--- src/rtl/ptmr_pkg.sv ---
package ptmr_pkg;

    // Register byte offsets
    localparam logic [7:0] OFF_IEN    = 8'h10;
    localparam logic [7:0] OFF_RAW    = 8'h14;
    localparam logic [7:0] OFF_MASKED = 8'h18;
    localparam logic [7:0] OFF_CLR    = 8'h1C;
    localparam logic [7:0] OFF_COUNT  = 8'h20;
    localparam logic [7:0] OFF_PERIOD = 8'h24;
    localparam logic [7:0] OFF_CTRL   = 8'h28;

    // Event bit positions shared by the four interrupt registers
    localparam int EVT_ALARM  = 0;
    localparam int EVT_PERIOD = 1;
    localparam int N_EVT      = 2;

    // Control register fields, packed so that busy=bit2, run=bit1, autostart=bit0
    typedef struct packed {
        logic busy;
        logic run;
        logic autostart;
    } ctrl_t;

    localparam int CTRL_W = $bits(ctrl_t);

    function automatic logic addr_is(input logic [7:0] addr, input logic [7:0] off);
        return addr == off;
    endfunction

endpackage

--- src/rtl/ptmr_ctrl.sv ---
module ptmr_ctrl
    import ptmr_pkg::*;
#(
    parameter int CNT_W = 16
) (
    input  logic             clk,
    input  logic             rst,
    input  logic             tick,
    input  logic             ctrl_wr,
    input  logic             period_wr,
    input  logic             wr_autostart,
    input  logic             wr_run,
    input  logic [CNT_W-1:0] wr_period,
    output ctrl_t            ctrl_q,
    output logic [CNT_W-1:0] period_q,
    output logic             start,
    output logic [CNT_W-1:0] start_val
);

    logic             nxt_run;
    logic             nxt_auto;
    logic [CNT_W-1:0] nxt_period;
    logic             run_change;

    always_comb begin
        nxt_run    = ctrl_q.run;
        nxt_auto   = ctrl_q.autostart;
        nxt_period = period_q;
        start      = 1'b0;
        start_val  = period_q;
        // Control writes are dropped while the busy window is open
        if (ctrl_wr && !ctrl_q.busy) begin
            nxt_auto = wr_autostart;
            nxt_run  = wr_run;
            if (wr_run && !ctrl_q.run) begin
                start = 1'b1;
            end
        end
        // Period writes are dropped while running
        if (period_wr && !ctrl_q.run) begin
            nxt_period = wr_period;
            if (ctrl_q.autostart) begin
                nxt_run   = 1'b1;
                start     = 1'b1;
                start_val = wr_period;
            end
        end
    end

    assign run_change = (nxt_run != ctrl_q.run);

    always_ff @(posedge clk) begin
        if (rst) begin
            ctrl_q   <= '0;
            period_q <= '0;
        end else begin
            ctrl_q.run       <= nxt_run;
            ctrl_q.autostart <= nxt_auto;
            period_q         <= nxt_period;
            if (run_change) begin
                ctrl_q.busy <= 1'b1;
            end else if (tick) begin
                ctrl_q.busy <= 1'b0;
            end
        end
    end

endmodule

--- src/rtl/ptmr_count.sv ---
module ptmr_count #(
    parameter int CNT_W = 16
) (
    input  logic             clk,
    input  logic             rst,
    input  logic             tick,
    input  logic             run,
    input  logic             start,
    input  logic [CNT_W-1:0] start_val,
    input  logic [CNT_W-1:0] period,
    output logic [CNT_W-1:0] count,
    output logic             expire
);

    localparam logic [CNT_W-1:0] ONE = CNT_W'(1);

    logic advance;

    assign advance = run && tick && !start && (count != '0);
    assign expire  = advance && (count == ONE);

    always_ff @(posedge clk) begin
        if (rst) begin
            count <= '0;
        end else if (start) begin
            count <= start_val;
        end else if (advance) begin
            count <= (count == ONE) ? period : count - ONE;
        end
    end

endmodule

--- src/rtl/ptmr_irq.sv ---
module ptmr_irq #(
    parameter int N = 2
) (
    input  logic         clk,
    input  logic         rst,
    input  logic [N-1:0] set_evt,
    input  logic         clr_wr,
    input  logic         ien_wr,
    input  logic [N-1:0] wr_bits,
    output logic [N-1:0] raw,
    output logic [N-1:0] ien,
    output logic [N-1:0] masked,
    output logic         irq
);

    for (genvar i = 0; i < N; i++) begin : g_evt
        always_ff @(posedge clk) begin
            if (rst) begin
                raw[i] <= 1'b0;
                ien[i] <= 1'b0;
            end else begin
                // a new event wins over a same-cycle clear
                if (set_evt[i]) begin
                    raw[i] <= 1'b1;
                end else if (clr_wr && wr_bits[i]) begin
                    raw[i] <= 1'b0;
                end
                if (ien_wr) begin
                    ien[i] <= wr_bits[i];
                end
            end
        end
        assign masked[i] = raw[i] & ien[i];
    end

    assign irq = |masked;

endmodule

--- src/rtl/ptmr_top.sv ---
module ptmr_top
    import ptmr_pkg::*;
#(
    parameter int DATA_W = 32,
    parameter int ADDR_W = 8,
    parameter int CNT_W  = 16
) (
    input  logic              clk,
    input  logic              rst,
    input  logic              tick_32k,
    input  logic              alarm_evt,
    input  logic              reg_wr,
    input  logic [ADDR_W-1:0] reg_addr,
    input  logic [DATA_W-1:0] reg_wdata,
    output logic [DATA_W-1:0] reg_rdata,
    output logic              irq
);

    logic [7:0]       a8;
    logic             hit_ctrl, hit_period, hit_clr, hit_ien;
    ctrl_t            ctrl;
    logic [CNT_W-1:0] period;
    logic [CNT_W-1:0] count;
    logic             start;
    logic [CNT_W-1:0] start_val;
    logic             expire;
    logic [N_EVT-1:0] raw, ien, masked, set_evt;
    logic             unused_bus;

    assign a8         = reg_addr[7:0];
    assign hit_ctrl   = reg_wr && addr_is(a8, OFF_CTRL);
    assign hit_period = reg_wr && addr_is(a8, OFF_PERIOD);
    assign hit_clr    = reg_wr && addr_is(a8, OFF_CLR);
    assign hit_ien    = reg_wr && addr_is(a8, OFF_IEN);
    assign unused_bus = ^{reg_wdata, reg_addr};

    ptmr_ctrl #(.CNT_W(CNT_W)) u_ctrl (
        .clk          (clk),
        .rst          (rst),
        .tick         (tick_32k),
        .ctrl_wr      (hit_ctrl),
        .period_wr    (hit_period),
        .wr_autostart (reg_wdata[0]),
        .wr_run       (reg_wdata[1]),
        .wr_period    (reg_wdata[CNT_W-1:0]),
        .ctrl_q       (ctrl),
        .period_q     (period),
        .start        (start),
        .start_val    (start_val)
    );

    ptmr_count #(.CNT_W(CNT_W)) u_count (
        .clk       (clk),
        .rst       (rst),
        .tick      (tick_32k),
        .run       (ctrl.run),
        .start     (start),
        .start_val (start_val),
        .period    (period),
        .count     (count),
        .expire    (expire)
    );

    always_comb begin
        set_evt             = '0;
        set_evt[EVT_ALARM]  = alarm_evt;
        set_evt[EVT_PERIOD] = expire;
    end

    ptmr_irq #(.N(N_EVT)) u_irq (
        .clk     (clk),
        .rst     (rst),
        .set_evt (set_evt),
        .clr_wr  (hit_clr),
        .ien_wr  (hit_ien),
        .wr_bits (reg_wdata[N_EVT-1:0]),
        .raw     (raw),
        .ien     (ien),
        .masked  (masked),
        .irq     (irq)
    );

    always_comb begin
        reg_rdata = '0;
        if (reg_addr[ADDR_W-1:0] == ADDR_W'(a8)) begin
            unique case (a8)
                OFF_IEN:    reg_rdata = DATA_W'(ien);
                OFF_RAW:    reg_rdata = DATA_W'(raw);
                OFF_MASKED: reg_rdata = DATA_W'(masked);
                OFF_COUNT:  reg_rdata = DATA_W'(count);
                OFF_PERIOD: reg_rdata = DATA_W'(period);
                OFF_CTRL:   reg_rdata = DATA_W'(ctrl);
                default:    reg_rdata = '0;
            endcase
        end
    end

endmodule

--- config.mk ---
export PLATFORM = sky130hd
export DESIGN_NAME = ptmr_top
export DESIGN_NICKNAME = d
export VERILOG_FILES = /design/src/rtl/ptmr_pkg.sv /design/src/rtl/ptmr_ctrl.sv /design/src/rtl/ptmr_count.sv /design/src/rtl/ptmr_irq.sv /design/src/rtl/ptmr_top.sv
export SDC_FILE = /design/constraint.sdc
export NUM_CORES = 1
export LEC_CHECK = 0
export ABC_AREA = 1
export BUFFER_PORTS_ARGS = -buffer_cell sky130_fd_sc_hd__buf_2
export CAP_MARGIN = 20
export CORE_UTILIZATION = 50
export CTS_CLUSTER_DIAMETER = 200
export DETAILED_ROUTE_END_ITERATION = 12
export PLACE_DENSITY = 0.72
export RECOVER_POWER = 50
export SLEW_MARGIN = 20
export SYNTH_ARGS = -nofsm -noshare
export SYNTH_HDL_FRONTEND = slang
export SYNTH_SLANG_ARGS = --single-unit
export TNS_END_PERCENT = 20
--- constraint.sdc ---
create_clock -name clk -period 4 [get_ports clk]
set_clock_uncertainty 0.05 [all_clocks]
set_input_delay 0.4 -clock clk [delete_from_list [all_inputs] [get_ports clk]]
set_output_delay 0.4 -clock clk [all_outputs]
set_load 0.02 [all_outputs]
==> results of run 1 <==
==> power groups by stage <==
stage               clock network [mW]  logic, mW  registers (mW)
finish                           0.267     0.0605           0.390
floorplan                            0     0.0483           0.399
global placement                     0     0.0592           0.399
detailed placement                   0     0.0603           0.399
CTS                              0.270     0.0605           0.390
global route                     0.282     0.0675           0.390
==> layer usage <==
layer	wire length [um]	up-vias	global-route usage, %
met1	3907	1439	40.96
met2	3691	127	44.47
met5	0	-	0
met3	549	21	4.186
li1	-	1567	-
met4	204	0	10.74
==> cells by family after synthesis <==
| group | synth area share (%) |
|---|---|
| buf+inv | 16.85 |
| fa+ha+maj | 1.287 |
| compound gates | 18.74 |
| xor+xnor | 1.501 |
| simple gates | 34.73 |
| flops | 26.76 |
| other cells | 0.1285 |
==> worst max-delay path, delay by kind of cell, from the launching register on <==
kind,cells,cell delay [ns]
fa+ha+maj,1,0.22
compound gates,1,0.17
simple gates,7,0.93
buf+inv,2,0.72
flops,1,0.32
==> worst min-delay path by stage <==
stage | start | endpoint | cells past startpoint
final | alarm_evt | u_irq.raw[0] | 3
after floorplan | u_ctrl.period_q[2] | u_ctrl.period_q[2] | 2
after detailed placement | u_ctrl.period_q[2] | u_ctrl.period_q[2] | 2
after global routing | alarm_evt | u_irq.raw[0] | 3
after CTS | alarm_evt | u_irq.raw[0] | 3
after global placement | u_ctrl.period_q[2] | u_ctrl.period_q[2] | 2
==> registers in the layout, summed over array words and instances, names as in the netlist <==
signal	flops
u_ctrl.period_q	16
u_ctrl.ctrl_q	3
u_count.count	16
u_irq.raw	2
u_irq.ien	2
==> area by class of cell <==
type	count	area [um2]
fill	597	2459
clock buffer	7	76.32
multi-input combinational	349	1678
timing repair buffer	45	219.0
inverter	71	266.5
sequential	39	780.7
clock inverter	1	5.005
tap	72	90.09
==> metrics by stage <==
step / hold WS (ns) / setup WS [ns] / cells
2_1_floorplan: 0.4016 / 1.930 / 490
3_3_place_gp: 0.4283 / 1.598 / 576
3_5_place_dp: 0.4297 / 1.615 / 576
4_1_cts: 0.2978 / 1.617 / 584
5_1_grt: 0.3239 / 1.213 / 584
6_report: 0.2997 / 1.453 / 584
==> cell usage after synthesis <==
| cell | n |
|---|---|
| nand2_1 | 93 |
| nor2_1 | 71 |
| inv_1 | 68 |
| o21ai_0 | 45 |
| dfxtp_1 | 39 |
| nand3_1 | 33 |
| a21oi_1 | 30 |
| buf_4 | 16 |
| o22ai_1 | 14 |
| buf_6 | 6 |
| clkbuf_1 | 5 |
| nor2_2 | 5 |
| xor2_1 | 5 |
| nand2_2 | 4 |
| nand4_1 | 4 |
| nor2_4 | 4 |
| o211ai_1 | 4 |
| buf_2 | 3 |
| ha_1 | 3 |
| inv_2 | 3 |
| nor3_1 | 3 |
| o21ai_1 | 3 |
| a22oi_1 | 2 |
| nand2_4 | 2 |
| a22o_1 | 1 |
| a31oi_1 | 1 |
| buf_1 | 1 |
| conb_1 | 1 |
| nand3_4 | 1 |
| nand3b_1 | 1 |
| nand4_2 | 1 |
| nand4_4 | 1 |
| nor3_2 | 1 |
| o221ai_1 | 1 |
==> metrics, run 1 <==
Post-Syn Area=0.002918 mm2; end point of the critical path=u_count.count[1]; Fmax achieved=0.3926 GHz; Worst setup SP type=register; P_sw=189.5 uW; hold crit path type=in -> reg; register bit total from synthesis=39; WS Path Type=reg -> reg; crit path cell chain=inv_1 -> ha_1 -> nand2_1 -> nor2_1 -> nand2_1 -> inv_1 -> o21ai_0 -> nand2_1 -> nand3_1 -> nor2_1 -> nor2_1; post_cts resized=0; slowest stage cell, crit path=inv_1; fin crit share=63.68%; Ports=78; Post-DP HPWL=5.962 mm; mean post-synth cell area=6.143 um2; switching share of power=26.40%; Distinct cells, synth=34; Least-Margin Pin Slew=0.9280 ns; TritonCTS Sinks=39; pwr/cell area=about 230 mW/mm2; R2R cell count=11; CTS Root Cell=clkbuf_8; RSZ-0062 raised after global routing=false; TritonCTS clock tree=yes; Crit path required time=4.11 ns; Via Count=3154; Reg-to-Reg End=u_count.count[1]; R2R Setup Slk=1.45 ns; Starting Density=a little over half; DR DRC count=0; WL per Instance=14.30 um; post-synth top area share=26.76%; P_leak=1.576 nW; Die Ht=between 70 and 80 um; Worst Path Max Fanout=16; Die Width=just under 80 um; post-DR vias/cell=approximately 5.4; cts bufs inserted=5; largest net degree at the start of global routing=33; status=completed; Final Wtd Congestion=0.8450; Layout area overhead=6.775%; maximum clock path buffer count=2; DRT iter0 DRCs=around 340; layout cells sized above 1=12.11%; Area contributors post-synth=dfxtp_1, nand2_1, nor2_1; core area=around 0.0056 mm2; detailed-router iteration count before antenna repair=4; first-pass GRT wire length=13.86 mm; initial antenna violation count=0; grt ovf=0; clock slew at reported path FFs=0.08 ns; commonest non-fill, non-tap cell in the layout=nand2_1; Util after Layout=55.89%; clock network power share=37.2%; setup TNS=0 ns; Post-CTS Hold Fix Bufs=0; setup violators final=0; endpoint class of the critical path=register; Slew headroom=38.07%; Slew Viols, Final=0; vias in the first global route=2961; ant diodes=0; final hold violation count=0; Internal Pwr Total=about 530 uW; Crit. Startpoint=u_count.count[1]; max_cap viols=0; Synth Instances=475; slowest stage delay, CP=0.57 ns; post-route ant nets=0; Comb pwr share=between 8 and 9%; most frequent cells in the layout=nand2_1, nor2_1, inv_1; Max rail drop VDD=0.0001531 V; Nets=559; min cycle time layout=2.547 ns; Post-DP Area=0.003064 mm2; YS warnings=0; sequential cell area fraction in the yosys report=26.76%; Yosys top cell by area=dfxtp_1; Core Rows=27; final instance area=0.003115 mm2; Sequential Power Share=between 50% and 60%; reg2reg start=u_count.count[1]; Buffers on Ports=45; power after layout=718.0 uW; Worst-Skew Late Latency=roughly 0.3 ns; critical path data arrival time=2.66 ns; global-route usage over all layers=28.99%; H-Tree Depth=2; total wire length=8.353 mm; Die Area=0.006145 mm2; # Post-CTS Setup Buffers=0
Note: power is estimated with default switching activity, not from simulation.
==> run 2: changes to the inputs <==
--- a/config.mk
+++ b/config.mk
@@ -5,13 +5,13 @@
 export SDC_FILE = /design/constraint.sdc
 export NUM_CORES = 1
 export LEC_CHECK = 0
-export ABC_AREA = 1
+export ABC_AREA = 0
 export BUFFER_PORTS_ARGS = -buffer_cell sky130_fd_sc_hd__buf_2
 export CAP_MARGIN = 20
-export CORE_UTILIZATION = 50
+export CORE_UTILIZATION = 47
 export CTS_CLUSTER_DIAMETER = 200
 export DETAILED_ROUTE_END_ITERATION = 12
-export PLACE_DENSITY = 0.72
+export PLACE_DENSITY = 0.73
 export RECOVER_POWER = 50
 export SLEW_MARGIN = 20
 export SYNTH_ARGS = -nofsm -noshare
==> constraint.sdc (replaced) <==
create_clock -name clk -period 2 [get_ports clk]
set_clock_uncertainty 0.05 [all_clocks]
set_input_delay 0.2 -clock clk [delete_from_list [all_inputs] [get_ports clk]]
set_output_delay 0.2 -clock clk [all_outputs]
set_load 0.02 [all_outputs]
==> metrics, run 2 <==
core area=0.005140 mm2; Worst Min Path Start=alarm_evt; max_cap viols=0; ant diodes=0; DRT iter0 DRCs=251; Post-DP Area=around 0.0031 mm2; Top delay family on crit path=buffers and inverters; Die Width=75.35 um; Min-Delay Path Depth=3; clock slew at reported path FFs=0.07 ns; initial antenna violation count=0; biggest regs=u_count.count: 16 flops, u_ctrl.period_q: 16 flops, u_ctrl.ctrl_q: 3 flops; Area contributors post-synth=dfxtp_1, nand2_1, a21oi_1; Final Wtd Congestion=0.9711; DP Worst Slack=-0.2515 ns; Internal Pwr Total=1.067 mW; clock network power share=36.3%; Crit path required time=1.75 ns; Post-CTS Hold Fix Bufs=0; DR DRC count=0; pwr/cell area=416.3 mW/mm2; RSZ-0062 raised after global routing=true; CTS Root Cell=clkbuf_8; Post-DP HPWL=5.426 mm; Sequential Power Share=around 55%; mean post-synth cell area=7.902 um2; critical path depth in cells=8; post-synth top area share=30.88%; Least-Margin Pin Slew=around 0.78 ns; Reg-to-Reg End=u_count.count[14]; Worst-Skew Late Latency=0.29 ns; Yosys top cell by area=dfxtp_1; fillers=455; Distinct cells, synth=56; slowest stage delay, CP=between 0.5 and 0.6 ns; min cycle time layout=2.067 ns; largest net degree at the start of global routing=40; commonest non-fill, non-tap cell in the layout=buf_4; multi-input logic area=0.001735 mm2; most frequent cells in the layout=buf_4, nand2_1, buf_2; post-DR vias/cell=5.812; Layout area overhead=34.98%; failing checks=setup timing; Comb pwr share=8.9%; register bit total from synthesis=39; hold crit path type=in -> reg; Die Area=0.005678 mm2; sequential cell area fraction in the yosys report=between 30 and 40%; grt ovf=0; P_leak=~1.4 nW; Synth Instances=320; final hold violation count=0; ys flop type=dfxtp_1; critical path data arrival time=1.82 ns; R2R cell count=7; WL per Instance=between 15 and 20 um; reg2reg start=u_ctrl.ctrl_q[2]; Slew headroom=roughly half; Worst Path Max Fanout=10; status=finished with violations; Synth async-reset ratio=0%; crit path cell chain=clkbuf_1 -> or4b_4 -> buf_4 -> nor2_4 -> clkbuf_2 -> a222oi_1 -> o21ai_1 -> buf_4; switching share of power=24.92%; TritonCTS Sinks=39; final instance area=0.003413 mm2; layout cells sized above 1=35.42%; setup violators final=4; slowest stage cell, crit path=or4b_4; P_sw=354.1 uW; cts bufs inserted=5; WS Path Type=in -> out; Finished Layout Cells=just under 500; H-Tree Depth=2; YS warnings=0; Nets=462; Core Rows=26; CP dominant cell by count=buf_4; endpoint class of the critical path=output pin; Starting Density=about half; global-route usage over all layers=26.67%; final setup margin=-0.06674 ns; synth cell count leaders=nand2_1, dfxtp_1, a21oi_1, nor2_1, buf_4; Via Count=2819; WHS Endpoint=u_irq.raw[0]; Buffers on Ports=45; total wire length=7.968 mm; most common cell in the netlist=nand2_1; FF+latch area=787.0 um2; Ports=a little under 80; Post-Syn Area=0.002529 mm2; first-pass GRT wire length=11.52 mm; Die Ht=75.35 um; detailed-router iteration count before antenna repair=5; EDFF count, synth=0; Slew Viols, Final=0; fin crit share=103.3%; dpl cells=467; Fmax achieved=0.4839 GHz; R2R Setup Slk=0.01 ns; TritonCTS clock tree=yes; post-route ant nets=0; CP Buf/Inv Count=4; Max rail drop VDD=0.0005872 V; vias in the first global route=between 2000 and 2500; Worst setup SP type=input port; maximum clock path buffer count=2
run 2: worst min-delay path, cell delays in order:
cell and delay (ns):
buf_2 0.08, a21oi_1 0.03, nor2_1 0.08
run 2: final cells by class:
class / count / share of cell area (%)
clock inverters: 1 / 0.1466
well taps: 70 / 2.566
repair buffers: 106 / 20.38
multi-input cells: 255 / 50.84
clock buffers: 7 / 2.236
flip-flops and latches: 39 / 23.06
inverters: 7 / 0.7698
run 2: logic make-up (layout without fill, tap and decap cells):
kind of cell / after synthesis / in the layout / share of synthesized area [%]
multiplexers: 5 / 5 / 1.979
XOR/XNOR: 11 / 11 / 3.810
AO/OA/AOI/OAI: 93 / 93 / 26.42
AND/OR/NAND/NOR: 126 / 127 / 26.03
adder cells (fa/ha/maj): 3 / 3 / 1.485
other: 1 / 16 / 0.1483
buffers and inverters: 42 / 121 / 9.253
flip-flops: 39 / 39 / 30.88
run 2: power by group through the flow:
stage               clock network, mW  registers, mW  logic (mW)
finish                          0.516          0.779       0.126
detailed placement                  0          0.798       0.114
CTS                             0.522          0.780       0.119
floorplan                           0          0.798      0.0803
global placement                    0          0.798       0.113
global route                    0.559          0.779       0.136
run 2: worst max-delay path by stage:
stage / endpoint / startpoint / slack (ns)
6_report: reg_rdata[0] / reg_addr[1] / -0.07
5_1_grt: u_count.count[2] / u_ctrl.ctrl_q[2] / -0.13
4_1_cts: u_count.count[2] / u_ctrl.ctrl_q[2] / -0.02
3_5_place_dp: u_count.count[2] / reg_addr[4] / -0.25
3_3_place_gp: u_count.count[2] / reg_addr[4] / -0.20
2_1_floorplan: u_count.count[13] / reg_addr[4] / -0.08
run 2: repair_timing:
action,4_1_cts,5_1_grt
resized for setup,13,31
setup endpoints to repair,23,30
setup buffers,2,5
gates cloned,1,2
pin swaps,4,10
run 2: through the flow:
step                util, %  hold WS (ns)  power [mW]  setup TNS (ns)
CTS                   63.24       0.09022       1.421        -0.07089
floorplan                 -        0.2674      0.8781         -0.3859
global route          66.41        0.1083       1.474          -1.376
global placement      60.27        0.3581      0.9107          -5.090
detailed placement    60.27        0.3901      0.9120          -6.756
finish                66.41       0.08807       1.421         -0.1862
run 2: routing by layer:
| layer | GRT usage [%] | up-vias | share of wire, % |
|---|---|---|---|
| met3 | 3.968 | 18 | 7.4 |
| li1 | - | 1341 | - |
| met4 | 9.053 | 0 | 1.8 |
| met1 | 35.57 | 1319 | 42 |
| met5 | 0 | - | 0 |
| met2 | 44.25 | 141 | 49 |
==> run 3: changes to the inputs <==
--- a/config.mk
+++ b/config.mk
@@ -13,8 +13,6 @@
 export DETAILED_ROUTE_END_ITERATION = 12
 export PLACE_DENSITY = 0.73
 export RECOVER_POWER = 50
-export SLEW_MARGIN = 20
 export SYNTH_ARGS = -nofsm -noshare
 export SYNTH_HDL_FRONTEND = slang
 export SYNTH_SLANG_ARGS = --single-unit
-export TNS_END_PERCENT = 20
==> metrics, run 3 (synthesis gave the netlist of run 2 again) <==
Crit path required time=2.12 ns; clock slew at reported path FFs=0.09 ns; first-pass GRT wire length=12.10 mm; Via Count=2853; multi-input logic area=around 0.0017 mm2; Final Wtd Congestion=0.9571; max_cap viols=0; Nets=470; layout cells sized above 1=a little over a third; cts bufs inserted=5; pwr/cell area=451.5 mW/mm2; Die Ht=75.35 um; RSZ-0062 raised after global routing=true; WL per Instance=16.28 um; Finished Layout Cells=493; biggest regs=u_count.count: 16 flops, u_ctrl.period_q: 16 flops, u_ctrl.ctrl_q: 3 flops; H-Tree Depth=2; commonest non-fill, non-tap cell in the layout=buf_4; Ports=around 80; setup violators final=4; post-route ant nets=0; Post-CTS Hold Fix Bufs=0; slowest stage cell, crit path=or4bb_4; crit path cell chain=or4bb_4 -> nor4_4 -> buf_6 -> o21bai_2 -> nor2b_1 -> a2bb2oi_1 -> nor3_1; total wire length=about 8.0 mm; grt ovf=0; largest net degree at the start of global routing=19; TritonCTS Sinks=39; Fmax achieved=0.4933 GHz; Worst Path Max Fanout=7; power after layout=1.599 mW; dpl cells=around 480; endpoint class of the critical path=register; Post-DP HPWL=5.776 mm; final hold violation count=0; status=finished with violations; WS Path Type=reg -> reg; Max rail drop VDD=0.0003554 V; Layout area overhead=40.08%; initial antenna violation count=0; global-route usage over all layers=28.12%; ant diodes=0; hold crit path type=in -> reg; Die Area=0.005678 mm2; Top delay family on crit path=simple AND/OR/NAND/NOR gates; min cycle time layout=2.027 ns; Core Rows=26; DR DRC count=0; final setup margin=-0.02729 ns; detailed-router iteration count before antenna repair=5; DRT iter0 DRCs=224; CTS Root Cell=clkbuf_8; critical path data arrival time=2.15 ns; slowest stage delay, CP=0.56 ns; Starting Density=49.20%; maximum clock path buffer count=2; Worst setup SP type=register; Buffers on Ports=45; vias in the first global route=2559; Die Width=75.35 um; CP Buf/Inv Count=1; Slew Viols, Final=0; P_leak=1.529 nW; failing checks=setup timing; TritonCTS clock tree=yes; FF+latch area=roughly 780 um2; fillers=423; fin crit share=101.4%; core area=0.005140 mm2; setup TNS=-0.04771 ns; most frequent cells in the layout=buf_4, nand2_1, buf_2, dfxtp_1, a21oi_1; Worst-Skew Late Latency=0.29 ns; post-DR vias/cell=5.787
[run 3: cell types whose count changed in the layout (fill, tap and decap cells not counted), moves of 2 or more]
cell,before,now
nor2_1,28,26
buf_4,53,63
buf_12,0,3
buf_6,6,8
a32oi_1,2,4
buf_2,42,37
ha_2,0,2
clkbuf_1,6,1
a32oi_2,2,0
[run 3: through the flow]
step                      setup slack (ns)  instance area (um2)  hold WS (ns)  utilization (%)
final                             -0.02729                 3542       0.06650            68.91
after global routing               -0.1260                 3542       0.07339            68.91
after floorplan                   -0.03643                 2649        0.2674                -
after CTS                         0.001242                 3393       0.05964            66.02
after global placement             -0.1162                 3239        0.3572            63.02
after detailed placement           -0.1385                 3239        0.3616            63.02
[run 3: routing by layer]
layer  routed length (um)  vias to the layer above  global-route usage, %
met5                    0                        -                      0
met4                   89                        0                  8.025
met3                  521                       13                  4.497
met2                 3896                      127                  47.22
met1                 3517                     1357                  37.41
li1                     -                     1356                      -
[run 3: worst min-delay path, delay by kind of cell]
| kind | cells | cell delay [ns] |
|---|---|---|
| buf+inv | 1 | 0.07 |
| simple gates | 1 | 0.07 |
| compound gates | 1 | 0.03 |
[run 3: worst paths after layout]
| kind | start | to | slack, ns | depth (start not counted) |
|---|---|---|---|---|
| worst max register to register | u_ctrl.ctrl_q[2] | u_count.count[14] | -0.03 | 7 |
| worst min-delay path | alarm_evt | u_irq.raw[0] | 0.07 | 3 |
| worst min register to register | u_ctrl.period_q[2] | u_count.count[2] | 0.43 | 2 |
| worst max-delay path | u_ctrl.ctrl_q[2] | u_count.count[14] | -0.03 | 7 |
[run 3: where the power goes]
group          internal (mW)  switching [mW]  leakage (nW)
clock network          0.404           0.292        0.0612
registers              0.778         0.00210         0.315
logic                 0.0436          0.0798          1.15
[run 3: what timing repair did]
item	4_1_cts	5_1_grt
setup buffers	2	6
gates cloned	0	2
gates resized for setup	5	35
pin swaps	3	11
endpoints found under the setup margin	19	28
[run 3: cell type report]
type | count | area share (%)
clock inverters | 2 | 0.9890
well taps | 70 | 2.473
repair buffers | 114 | 23.28
flip-flops and latches | 39 | 22.11
inverters | 7 | 0.7418
multi-input cells | 255 | 48.07
clock buffers | 6 | 2.331
